$ cat src/rtl/e3sup_pkg.sv
package e3sup_pkg;

  // Encoding of the LOF delay selector.
  typedef enum logic [1:0] {
    LOF_DLY_3MS = 2'b00,
    LOF_DLY_2MS = 2'b01,
    LOF_DLY_1MS = 2'b10,
    LOF_DLY_0MS = 2'b11
  } lof_dly_e;

  // Number of millisecond ticks that OOF must last before LOF is declared.
  function automatic int unsigned lof_dly_ms(lof_dly_e code);
    case (code)
      LOF_DLY_3MS: lof_dly_ms = 3;
      LOF_DLY_2MS: lof_dly_ms = 2;
      LOF_DLY_1MS: lof_dly_ms = 1;
      default:     lof_dly_ms = 0;
    endcase
  endfunction

endpackage

$ cat src/rtl/e3sup_oof_tracker.sv
module e3sup_oof_tracker #(
  parameter int unsigned FAIL_RUN = 4,
  parameter int unsigned PASS_RUN = 2
) (
  input  logic clk,
  input  logic rst,
  input  logic chk_valid,
  input  logic chk_ok,
  input  logic resync,
  output logic oof,
  output logic oof_next
);

  localparam int unsigned FW = $clog2(FAIL_RUN + 1);
  localparam int unsigned PW = $clog2(PASS_RUN + 1);

  logic [FW-1:0] fail_cnt, fail_n;
  logic [PW-1:0] pass_cnt, pass_n;
  logic          resync_q;
  logic          resync_edge;

  assign resync_edge = resync & ~resync_q;

  always_comb begin
    fail_n   = fail_cnt;
    pass_n   = pass_cnt;
    oof_next = oof;
    if (resync_edge) begin
      // A forced realignment behaves like a full run of failed checks.
      oof_next = 1'b1;
      fail_n   = FW'(FAIL_RUN);
      pass_n   = '0;
    end else if (chk_valid) begin
      if (!oof) begin
        if (chk_ok) begin
          fail_n = '0;
        end else if (fail_cnt == FW'(FAIL_RUN - 1)) begin
          oof_next = 1'b1;
          fail_n   = FW'(FAIL_RUN);
          pass_n   = '0;
        end else begin
          fail_n = fail_cnt + 1'b1;
        end
      end else begin
        if (!chk_ok) begin
          pass_n = '0;
        end else if (pass_cnt == PW'(PASS_RUN - 1)) begin
          oof_next = 1'b0;
          pass_n   = '0;
          fail_n   = '0;
        end else begin
          pass_n = pass_cnt + 1'b1;
        end
      end
    end
  end

  always_ff @(posedge clk) begin
    if (rst) begin
      fail_cnt <= '0;
      pass_cnt <= '0;
      resync_q <= 1'b0;
      oof      <= 1'b0;
    end else begin
      fail_cnt <= fail_n;
      pass_cnt <= pass_n;
      resync_q <= resync;
      oof      <= oof_next;
    end
  end

endmodule

$ cat src/rtl/e3sup_lof_timer.sv
module e3sup_lof_timer
  import e3sup_pkg::*;
#(
  parameter int unsigned MS_W = 2
) (
  input  logic     clk,
  input  logic     rst,
  input  logic     oof,
  input  logic     oof_next,
  input  logic     tick_1ms,
  input  lof_dly_e period,
  output logic     lof
);

  logic [MS_W-1:0] ms_cnt;
  logic [MS_W-1:0] target;
  logic [MS_W-1:0] ms_inc;

  assign target = MS_W'(lof_dly_ms(period));
  assign ms_inc = ms_cnt + 1'b1;

  always_ff @(posedge clk) begin
    if (rst) begin
      ms_cnt <= '0;
      lof    <= 1'b0;
    end else if (!oof_next) begin
      // Leaving (or staying out of) OOF clears both the timer and LOF.
      ms_cnt <= '0;
      lof    <= 1'b0;
    end else if (target == '0) begin
      lof <= 1'b1;
    end else if (oof && tick_1ms && !lof) begin
      ms_cnt <= ms_inc;
      if (ms_inc >= target) begin
        lof <= 1'b1;
      end
    end
  end

endmodule

$ cat src/rtl/e3sup_rai_gate.sv
module e3sup_rai_gate #(
  parameter int unsigned NCOND = 4
) (
  input  logic             clk,
  input  logic             rst,
  input  logic             auto_en,
  input  logic [NCOND-1:0] cond,
  input  logic [NCOND-1:0] cond_en,
  output logic             a_req
);

  logic [NCOND-1:0] hit;

  for (genvar i = 0; i < NCOND; i++) begin : g_mask
    assign hit[i] = cond[i] & cond_en[i];
  end

  always_ff @(posedge clk) begin
    if (rst) a_req <= 1'b0;
    else     a_req <= auto_en & (|hit);
  end

endmodule

$ cat src/rtl/e3_align_supervisor.sv
module e3_align_supervisor
  import e3sup_pkg::*;
#(
  parameter int unsigned FAIL_RUN = 4,
  parameter int unsigned PASS_RUN = 2,
  parameter int unsigned MS_W     = 2
) (
  input  logic       clk,
  input  logic       rst,
  input  logic       chk_valid,
  input  logic       chk_ok,
  input  logic       tick_1ms,
  input  logic       los_in,
  input  logic       ais_in,
  input  logic [1:0] lof_period,
  input  logic       resync,
  input  logic       lof_rai_en,
  input  logic       los_rai_dis,
  input  logic       oof_rai_dis,
  input  logic       ais_rai_dis,
  input  logic       auto_rai_en,
  output logic       oof,
  output logic       lof,
  output logic       a_bit_req
);

  localparam int unsigned NCOND = 4;

  logic             oof_next;
  logic [NCOND-1:0] cond;
  logic [NCOND-1:0] cond_en;

  e3sup_oof_tracker #(
    .FAIL_RUN(FAIL_RUN),
    .PASS_RUN(PASS_RUN)
  ) u_oof (
    .clk      (clk),
    .rst      (rst),
    .chk_valid(chk_valid),
    .chk_ok   (chk_ok),
    .resync   (resync),
    .oof      (oof),
    .oof_next (oof_next)
  );

  e3sup_lof_timer #(
    .MS_W(MS_W)
  ) u_lof (
    .clk     (clk),
    .rst     (rst),
    .oof     (oof),
    .oof_next(oof_next),
    .tick_1ms(tick_1ms),
    .period  (lof_dly_e'(lof_period)),
    .lof     (lof)
  );

  assign cond    = {lof, los_in, oof, ais_in};
  assign cond_en = {lof_rai_en, ~los_rai_dis, ~oof_rai_dis, ~ais_rai_dis};

  e3sup_rai_gate #(
    .NCOND(NCOND)
  ) u_rai (
    .clk    (clk),
    .rst    (rst),
    .auto_en(auto_rai_en),
    .cond   (cond),
    .cond_en(cond_en),
    .a_req  (a_bit_req)
  );

endmodule

$ cat config.mk
export PLATFORM = sky130hd
export DESIGN_NAME = e3_align_supervisor
export DESIGN_NICKNAME = d
export VERILOG_FILES = /design/src/rtl/e3sup_pkg.sv /design/src/rtl/e3sup_oof_tracker.sv /design/src/rtl/e3sup_lof_timer.sv /design/src/rtl/e3sup_rai_gate.sv /design/src/rtl/e3_align_supervisor.sv
export SDC_FILE = /design/constraint.sdc
export NUM_CORES = 1
export LEC_CHECK = 0
export ABC_AREA = 0
export BUFFER_PORTS_ARGS = -buffer_cell sky130_fd_sc_hd__buf_2
export CAP_MARGIN = 10
export CORE_AREA = 2 2 39 41
export CTS_CLUSTER_DIAMETER = 150
export DETAILED_ROUTE_END_ITERATION = 6
export DIE_AREA = 0 0 41 43
export PLACE_DENSITY = 0.69
export SLEW_MARGIN = 20
export SYNTH_ARGS = -nofsm -noshare
export SYNTH_HDL_FRONTEND = slang
export SYNTH_SLANG_ARGS = --single-unit
$ cat constraint.sdc
create_clock -name clk -period 3.68 [get_ports clk]
set_input_delay 0.736 -clock clk [delete_from_list [all_inputs] [get_ports clk]]
set_output_delay 0.736 -clock clk [all_outputs]
set_load 0.005 [all_outputs]
==> reports/results.ini <==
[floorplanning]
die_area_mm2 = 0.001763
die_w_um = 41
ios = 18
fp-row-count = 14
die-height_um = 43
fp.coreArea_mm2 = 0.001384
initial_core_util = 0.4168

[place]
hpwl_um = 836.5
buffer_ports.inserted = 17
detailed_place.area_um2 = 670.6
placement_setup_slack_ns = 1.984
globalplace.congestion = 0.7311

[setup_path]
worst-setup-path-type = reg -> out
path_depth = 1
cp.arrival_ns = 1.03
r2r.worst_path.cells = 4
critical_path.endpoint_type = output port
worst-path-max-fanout = 13
critical_path_required_ns = 2.94
timing.critical_path.slowest_cell_delay_ns = 0.57
cp_cell_sequence = buf_2
path_delay_family = flip-flops
critical-path-slowest-cell = dfxtp_1
timing.critical_path.from_type = flip-flop
worstPathBufferInverterCount = 1

[min_path]
hold-path-cell-count = 2
min_path_type = reg -> reg

[timing]
timing.hold.ws_ns = 0.4514
setup-tns-final_ns = 0
final_min_period_over_clock_period = 0.4787
relSlewSlack = 0.7326
final-max-slew-violation-count = 0
worst_pin_slew_ns = 0.4006
layout_min_cycle_time_ns = 1.762
hold_viol = 0
clock-skew-final_ns = 0.001406
setup_viol_count_final = 0
timing.fmax_ghz = 0.5677
final.setup.worst_slack_ns = 1.918
unrepaired_setup_endpoints_after_global_routing = no

[cells_and_area]
nNetsFinal = 105
diode_insertion_count_for_antenna_repair = 0
drive_above_1_share = 0.2588
most-common-layout-cells = 17 x buf_2, 11 x dfxtp_1, 7 x inv_1
stdcell_area_um2 = 696.9
layout.cells.most_common = buf_2
flow.area_growth_from_synthesis_pct = 20.82

[global_routing]
largest_net_degree_at_the_start_of_global_routing = 14
grt_antenna_before_repair = 0
global_route_wire_length_before_repair_um = 1649
first_global_vias = 430
global_route.usage.total = 0.1430
gr-total-overflow = 0

[drt]
dr_total_vias = 503
detail_route.wirelength_um = 1082
drtPass1Iterations = 4
via_per_inst = 4.980
postRouteAntennaNets = 0
number_of_drc_markers_after_the_initial_detailed_route_iteration = 9
drc = 0
top_layer_used = met4
route.detailed.wl_per_inst_um = 10.71
wl_met3_um = 56
routed-wl-met2_um = 505
wl_met1_um = 511

[yosys]
async_reset_ff_frac = 0
synth.net_count = 85
synth-seq-cells = 11
synth-edff-count = 0
cells_after_synth = 66
netlist_area_um2 = 576.8
yosysSeqAreaShare = 0.3818
yosysWarnings = 0
postSynthAreaPerCell_um2 = 8.739
ys.flop_type = dfxtp_1
ys_types = 27

[job]
maxCapViolations = 0

[power]
netSwitchingFraction = 0.2585
cellLeakagePower_nw = 0.3356
share_clk_of_total_power = 0.337
p_switching_mw = 0.06420
comb_power_share = 0.141
share_seq_of_total_power = 0.522
power.total_mw = 0.2484
powerDensity_mw_per_mm2 = 356.4
power.ir.vdd_worst_mv = 0.1528
intPower_mw = 0.1842

[clocking]
postCtsSetupBuffers = 0
cts_tree = built
cts_made_buffers = 3
cts.hold.buffers_added = 0
insertion_delay_ns = 0.27
cts-root-to-sink-buffers = 2
cts.clk_slew.worst_paths_ns = 0.07
root_buffer_cell = clkbuf_4
cts-htree-levels = 1
cts_num_sinks = 11
ctsResizeCount = 0

[status]
status = finished clean

-- final timing paths --
check / startpoint / end / slack, ns
max reg2reg: u_oof.fail_cnt[0]$_SDFFE_PP0P_ / u_oof.fail_cnt[2]$_SDFFE_PP0P_ / 2.15
min: u_oof.pass_cnt[1]$_SDFFE_PP0P_ / u_oof.pass_cnt[1]$_SDFFE_PP0P_ / 0.45
min reg2reg: u_oof.pass_cnt[1]$_SDFFE_PP0P_ / u_oof.pass_cnt[1]$_SDFFE_PP0P_ / 0.45
max: u_oof.oof$_SDFF_PP0_ / oof / 1.92
-- metal layers --
layer	vias up	GRT usage
li1	267	-
met3	2	0.03141
met4	0	0.1200
met5	-	0
met1	223	0.1786
met2	11	0.1969
-- state kept, by name, summed over array words and instances (netlist names) --
name and flops:
u_oof.fail_cnt 3, u_rai.a_req 1, u_oof.resync_q 1, u_lof.ms_cnt 2
u_oof.pass_cnt 2, u_lof.lof 1, u_oof.oof 1
-- layout make-up --
| class | count | area (um2) |
|---|---|---|
| fill | 135 | 686.9 |
| multi-input combinational | 46 | 319.1 |
| sequential | 11 | 220.2 |
| timing repair buffer | 17 | 85.08 |
| clock buffer | 4 | 26.28 |
| inverter | 7 | 26.28 |
| tap | 16 | 20.02 |
-- cells in the mapped netlist (all sizes together), types with 2 or more instances --
cell type	instances	area (um2)
inv	7	26.28
nor2	6	22.52
nor2b	2	12.51
nand3	4	20.02
nand2	2	7.510
a21oi	3	15.01
dfxtp	11	220.2
nor3b	2	15.01
ha	4	50.05
nand3b	2	15.01
xor2	3	26.28
nand2b	4	25.02
mux2i	2	20.02
-- per-stage QoR --
stage / util / cells
after detailed placement: 0.4846 / 97
after global routing: 0.5036 / 101
after floorplan: - / 66
final: 0.5036 / 101
after global placement: 0.4846 / 97
after CTS: 0.5036 / 101
-- power by group through the flow --
| stage | registers, mW | logic [mW] | clock network [mW] |
|---|---|---|---|
| 5_1_grt | 0.131 | 0.0393 | 0.0949 |
| 3_3_place_gp | 0.132 | 0.0342 | 0 |
| 6_report | 0.130 | 0.0350 | 0.0838 |
| 3_5_place_dp | 0.132 | 0.0351 | 0 |
| 2_1_floorplan | 0.130 | 0.0226 | 0 |
| 4_1_cts | 0.130 | 0.0353 | 0.0880 |
-- cell families (layout without fill, tap and decap cells) --
| logic type | Yosys count | count (layout) | synth area share |
|---|---|---|---|
| xor gates and xnor gates | 3 | 3 | 0.04556 |
| DFF | 11 | 11 | 0.3818 |
| buffers and inverters | 9 | 28 | 0.06508 |
| muxes | 2 | 2 | 0.03471 |
| adders and majority gates | 4 | 4 | 0.08677 |
| AOI/OAI and AO/OA | 11 | 11 | 0.1323 |
| and+or+nand+nor | 26 | 26 | 0.2538 |
Power figures use the tool's default switching activity.
